==> config.mk <==
export PLATFORM = sky130hd
export DESIGN_NAME = round_sat_stage
export DESIGN_NICKNAME = d
export VERILOG_FILES = /design/src/rtl/round_sat_stage.sv
export SDC_FILE = /design/constraint.sdc
export NUM_CORES = 1
export LEC_CHECK = 0
export BUFFER_PORTS_ARGS = -buffer_cell sky130_fd_sc_hd__buf_2
export CAP_MARGIN = 0
export CORE_AREA = 2 2 70 72
export DETAILED_ROUTE_END_ITERATION = 12
export DIE_AREA = 0 0 72 74
export GPL_TIMING_DRIVEN = 1
export SETUP_SLACK_MARGIN = 0.5
export SYNTH_ARGS = -nofsm -noshare
export SYNTH_HDL_FRONTEND = slang
export SYNTH_SLANG_ARGS = --single-unit
==> constraint.sdc <==
create_clock -name clk -period 1.45 [get_ports clk]
set_input_delay 0.29 -clock clk [delete_from_list [all_inputs] [get_ports clk]]
set_output_delay 0.29 -clock clk [all_outputs]
set_load 0.01 [all_outputs]
==> src/rtl/round_sat_stage.sv <==
module round_sat_stage #(
  parameter int ACC_W   = 20,
  parameter int FRAC_W  = 8,
  parameter int OUT_W   = 8,
  parameter bit USE_RND = 1'b1,
  parameter bit USE_SAT = 1'b1
) (
  input  logic             clk,
  input  logic             rst_n,
  input  logic             ce,
  input  logic             in_vld,
  input  logic [ACC_W-1:0] in_acc,
  output logic             out_vld,
  output logic [OUT_W-1:0] out_dat
);
  // Requires FRAC_W >= 1 and ACC_W - FRAC_W >= OUT_W.
  localparam int INT_W = ACC_W - FRAC_W;
  localparam int RI_W  = INT_W + 1;
  localparam logic [ACC_W:0]   HALF  = (ACC_W+1)'(1) << (FRAC_W - 1);
  localparam logic [OUT_W-1:0] V_MAX = {1'b0, {(OUT_W-1){1'b1}}};
  localparam logic [OUT_W-1:0] V_MIN = {1'b1, {(OUT_W-1){1'b0}}};

  logic signed [ACC_W:0] x_ext;
  logic [RI_W-1:0]       rint;
  logic                  rint_vld;

  assign x_ext = {in_acc[ACC_W-1], in_acc};

  generate
    if (USE_RND) begin : g_rnd
      logic signed [ACC_W:0] bias;
      logic signed [ACC_W:0] r1_sum;
      logic                  r1_vld;
      logic [RI_W-1:0]       r2_int;
      logic                  r2_vld;

      assign bias = in_acc[ACC_W-1] ? HALF - 1'b1 : HALF;

      always_ff @(posedge clk or negedge rst_n) begin
        if (!rst_n) begin
          r1_sum <= '0;
          r1_vld <= 1'b0;
          r2_int <= '0;
          r2_vld <= 1'b0;
        end else if (ce) begin
          r1_sum <= x_ext + bias;
          r1_vld <= in_vld;
          r2_int <= r1_sum[ACC_W:FRAC_W];
          r2_vld <= r1_vld;
        end
      end

      assign rint     = r2_int;
      assign rint_vld = r2_vld;

      assert_rnd_bias_R3: assert property (@(posedge clk) disable iff (!rst_n)
        ce |=> ((r1_sum - $past(x_ext)) >= 0) &&
               ((r1_sum - $past(x_ext)) <= $signed(HALF)) &&
               (!$past(x_ext[ACC_W]) || ((r1_sum - $past(x_ext)) < $signed(HALF))));

      assert_rnd_hold_R8: assert property (@(posedge clk) disable iff (!rst_n)
        !ce |=> $stable(r1_sum) && $stable(r2_int) && $stable(r2_vld));
    end else begin : g_trn
      assign rint     = x_ext[ACC_W:FRAC_W];
      assign rint_vld = in_vld;
    end

    if (USE_SAT) begin : g_sat
      logic ovf;
      logic [OUT_W-1:0] o_dat;
      logic             o_vld;

      assign ovf = ~((&rint[RI_W-1:OUT_W-1]) | ~(|rint[RI_W-1:OUT_W-1]));

      always_ff @(posedge clk or negedge rst_n) begin
        if (!rst_n) begin
          o_dat <= '0;
          o_vld <= 1'b0;
        end else if (ce) begin
          o_dat <= ovf ? (rint[RI_W-1] ? V_MIN : V_MAX) : rint[OUT_W-1:0];
          o_vld <= rint_vld;
        end
      end

      assign out_dat = o_dat;
      assign out_vld = o_vld;

      assert_sat_clamp_R5: assert property (@(posedge clk) disable iff (!rst_n)
        ce && ovf |=> ((out_dat == V_MAX) || (out_dat == V_MIN)) &&
                      (out_dat[OUT_W-1] == $past(rint[RI_W-1])));

      assert_out_hold_R8: assert property (@(posedge clk) disable iff (!rst_n)
        !ce |=> $stable(out_dat) && $stable(out_vld));

      assert_reset_idle_R1: assert property (@(posedge clk)
        (!rst_n && $past(!rst_n)) |-> (!out_vld && (out_dat == '0)));
    end else begin : g_wrap
      assign out_dat = rint[OUT_W-1:0];
      assign out_vld = rint_vld;
    end
  endgenerate

endmodule

* Word-level counts from Yosys, hierarchy flattened
Index checks and enable logic that the tools add are counted.
W data, S select, Z words.
** Storage, ports and cells
- Flip-flop bits (word level) :: 45
- Latch bits :: 0
- Bits in writable memories :: 0
- Bits in read-only memories :: 0
- Bits of input ports :: 24
- Output and inout port bits :: 9
- Word-level logic and storage cells :: 14
- Memories :: 0
** Cells by class
- Add/sub/neg operators :: 1
- Multipliers :: 0
- Divide/modulo/power cells :: 0
- $lt $le $gt $ge :: 0
- Equality and inequality tests :: 0
- Shift-type cells :: 0
- Mux-type cells :: 3
- Bitwise operators :: 2
- Reductions and logical operators :: 2
** Operator list (number)
- $mux W8 :: 3
- $add A20 B9 Y21 :: 1
- $reduce_and A6 Y1 :: 1
- $reduce_or A6 Y1 :: 1
- $not A1 Y1 :: 1
- $or A1 B1 Y1 :: 1

* Depth between registers and ports, before layout
- Depth after elaboration :: 4
- Gate-level depth with buffers :: 7
- Mapped depth without buffers :: 7

* Worst setup path after synthesis
No wires, ideal clock.
- Path kind :: input -> register
- From :: input port in_acc[19]
- To :: register g_rnd.r1_sum[18]
- Setup time :: 0.082 ns
- Arrival time :: 1.753 ns
- Required time :: 1.368 ns
- Setup slack :: -0.385 ns
- Cell stages on the path :: 7
- Path buffers :: 0
- Cells stage by stage :: inv_1 -> ha_1 -> nand3_1 -> o221ai_2 -> o2111ai_4 -> or3_1 -> a31oi_1
** On the way
- Cells in the longest elaborated chain, start to end :: 2
** RTL lines
- from (decl) :: line 12 : input logic [ACC_W-1:0] in_acc,
- $mux W8 :: line 37 : assign bias = in_acc[ACC_W-1] ? HALF - 1'b1 : HALF;
- $add A20 B9 Y21 :: line 46 : r1_sum <= x_ext + bias;
- to (signal assigned) :: line 46
- to (decl) :: line 32 : logic signed [ACC_W:0] r1_sum;
Every way passes these cells.
A chain may end at the register's enable or synchronous reset.

* Worst setup path in the final report
- From :: input port in_acc[19]
- To :: register g_rnd.r1_sum[19]
** On the way
- Cells in the longest elaborated chain, start to end :: 2
** RTL lines (line)
- $mux W8 :: 37
- $add A20 B9 Y21 * :: 46
Mark *: on every way between the ends. The rest lies on a longest branch, timed or not.

==> flow_summary.yaml <==
outcome:
  status: "finished with violations"
  violations: "setup timing"
power:
  p_per_area_nw_per_um2: 982
  p_leak_nw: 1.10
  peakVddDrop_mv: 0.396
cts:
  clkLatencyLatePin_ns: 0.28
  cts_sinks: 37
  clk_pin_slew_ns: 0.07
  cts_tree: "built"
  cts_buffer_depth: 2
  clockRootBuffer: "clkbuf_8"
  h-tree-depth: 2
  cts_buffers: 5
synthesis:
  synth_area_leaders: "dfrtp_1, mux2_2, a21oi_1"
  syn_area_um2: 1780
  synth-edff-count: 0
  yosysTopAreaCell: "dfrtp_1"
  yosysMostFrequentCell: "dfrtp_1"
  postSynthAreaPerCell_um2: 11.0
  synth_top_area_share_pct: 52.0
  yosys_warnings: 0
  async_reset_ff_share_pct: 100
  ys_top_cells_by_count: "dfrtp_1, a21oi_1, nor2_1, mux2_2"
  ys_ff_latch: 37
  netlist-cell-type-count: 29
  ys.flop_type: "dfrtp_1"
  synth_nets: 193
  seq_area_frac_synth_pct: 52.0
  synthCells: 162
floorplan:
  coreArea_um2: 4600
  io_pins: 33
  dieArea_um2: 5330
  initial_core_util_pct: 38.7
  dieWidth_um: 72
  dieHeight_um: 74
  placementRows: 25
final_layout:
  antenna_cells: 0
  fin_area_um2: 2650
  drive_above_1_share_pct: 53.9
  area_growth_syn_to_layout_pct: 48.7
  final_cells: 282
  nNetsFinal: 259
drt:
  finalWirelength_um: 3870
  drc: 0
  drt-pass1-iter-count: 4
  drt-vias-per-instance: 5.04
  drtIter0Drc: 94
  vias: 1421
  avgRoutedWirePerCell_um: 13.7
  drtAntennaViolNets: 0
setup_path:
  slowest_stage: "a211oi_4"
  path_buf_inv: 1
  crit_fanout: 5
  crit_chain: "buf_12, ha_4, nand4_1, a211oi_4, o2111ai_4, or3_1, a31oi_1"
  crit_arrival_ns: 1.83
  critPathCaptureType: "flip-flop"
  max_stage_delay_ns: 0.36
  cp_top_family: "compound AO/OA/AOI/OAI gates"
  crit_required_ns: 1.66
  critPathKind: "in2reg"
  crit_path_start_kind: "input port"
timing:
  finalSetupViolCount: 20
  fin_crit_sh_pct: 112
  fin_skew_ns: 0.00293
  fmax_mhz: 618
  finalCriticalPeriod_ns: 1.62
  rsz0062_at_grt: "true"
  slew_violations: 0
  relSlewSlack_pct: 69.1
  finalHoldViolCount: 0
  layout_setup_ws_ns: -0.167
  worst_pin_slew_ns: 0.464
grt:
  grt_first_pass_wirelength_um: 6710
  grt_overflow: 0
  grt_max_degree: 58
  grt.total_usage_pct: 16.4
  grt_pass1_vias: 1441
  antenna_found_initial: 0
worst_hold_path:
  hold_class: "in2reg"
flow_run:
  cap_violations: 0
placement:
  place_congestion: 0.707
  dp_hpwl_um: 2680
  portBuffers: 32
  placed_area_um2: 2250
  post-place-cells: 257
path summary, 6_finish.rpt:
kind | startpoint | end | slack [ns] | cells after the start
min reg2reg | g_rnd.r2_vld | g_rnd.r2_vld | 0.51 | 1
min | in_vld | g_rnd.r1_vld | 0.24 | 2
max in group asynchronous | rst_n | g_rnd.r2_int[0] | 0.64 | 3
max | in_acc[19] | g_rnd.r1_sum[19] | -0.17 | 7
max reg2reg | g_rnd.r2_int[11] | out_dat[3] | -0.16 | 5
min in group asynchronous | rst_n | g_rnd.r2_int[12] | 0.43 | 2
where the power goes:
part / internal, W / total (W) / switching [W]
clock: 0.000376 / 0.000703 / 0.000326
sequential: 0.00117 / 0.00125 / 0.0000838
combinational: 0.000349 / 0.000647 / 0.000298
total: 0.00190 / 0.00260 / 0.000708
worst reg2reg max path, delay by kind of cell, from the launching register on:
| kind | cells | cell delay [ns] |
|---|---|---|
| and+or+nand+nor | 2 | 0.69 |
| AOI/OAI and AO/OA | 3 | 0.45 |
| DFF | 1 | 0.40 |
final cells by class:
| type | instances | area (um2) |
|---|---|---|
| well taps | 54 | 67.6 |
| flip-flops and latches | 37 | 926 |
| multi-input cells | 114 | 1060 |
| fillers | 393 | 1950 |
| inverters | 6 | 25.0 |
| repair buffers | 64 | 480 |
| clock buffers | 7 | 86.3 |
kinds of logic (layout without fill, tap and decap cells):
logic type	Yosys count	in the layout	synth area share, %
AO/OA/AOI/OAI	45	46	16.7
XOR/XNOR	9	9	4.42
adder cells (fa/ha/maj)	7	7	4.92
buffers and inverters	12	77	2.53
flip-flops	37	37	52.0
multiplexers	16	16	10.1
AND/OR/NAND/NOR	36	36	9.34
flip-flops by register name, indices dropped and copies added (netlist names):
| name | cells |
|---|---|
| out_dat | 8 |
| g_rnd.r2_vld | 1 |
| out_vld | 1 |
| g_rnd.r2_int | 13 |
| g_rnd.r1_sum | 13 |
| g_rnd.r1_vld | 1 |
layout by cell type (no fill, tap or decap), types with 2 or more instances in the layout:
cell type | synthesis | final
nand2_1 | 5 | 5
a31oi_1 | 2 | 2
a21oi_4 | 0 | 2
a21oi_1 | 26 | 11
ha_4 | 0 | 6
nand4_1 | 2 | 2
clkbuf_8 | 0 | 6
nor2_1 | 20 | 18
a21oi_2 | 0 | 13
inv_1 | 6 | 5
mux2_2 | 16 | 15
buf_6 | 0 | 4
buf_12 | 0 | 3
or3_1 | 2 | 2
dfrtp_1 | 37 | 37
xor2_1 | 7 | 7
o21ai_1 | 0 | 3
buf_2 | 0 | 30
buf_4 | 0 | 24
o21ai_2 | 0 | 2
o211ai_1 | 3 | 3
routing by layer:
layer  GRT usage, %  wire length (um)  vias up
met5              0                 0        -
met4           7.34                66        0
met3           3.79               181        6
met2           28.1              1990       35
met1           19.9              1630      665
li1               -                 -      715
per-stage QoR:
stage          hold WS (ns)  utilization [%]  total power [W]  setup slack, ns  setup TNS [ns]
5_1_grt               0.242             57.6          0.00276           -0.244           -3.72
4_1_cts               0.230             55.6          0.00257           -0.175           -2.21
6_report              0.235             57.6          0.00260           -0.167           -2.42
3_3_place_gp          0.224             49.0          0.00173           -0.583           -7.08
3_5_place_dp          0.228             49.0          0.00177           -0.640           -8.13
2_1_floorplan      -0.00559                -          0.00154           -0.317           -2.25
timing repair:
| item | CTS | global route |
|---|---|---|
| setup endpoints to repair | 29 | 52 |
| resized for setup | 22 | 16 |
| setup buffers | 10 | 5 |
| pin swaps | 23 | 11 |
| hold buffers | 1 | 0 |
| cloned | 2 | 0 |
| endpoints found under the hold margin | 15 | 0 |
Power figures use the tool's default switching activity.
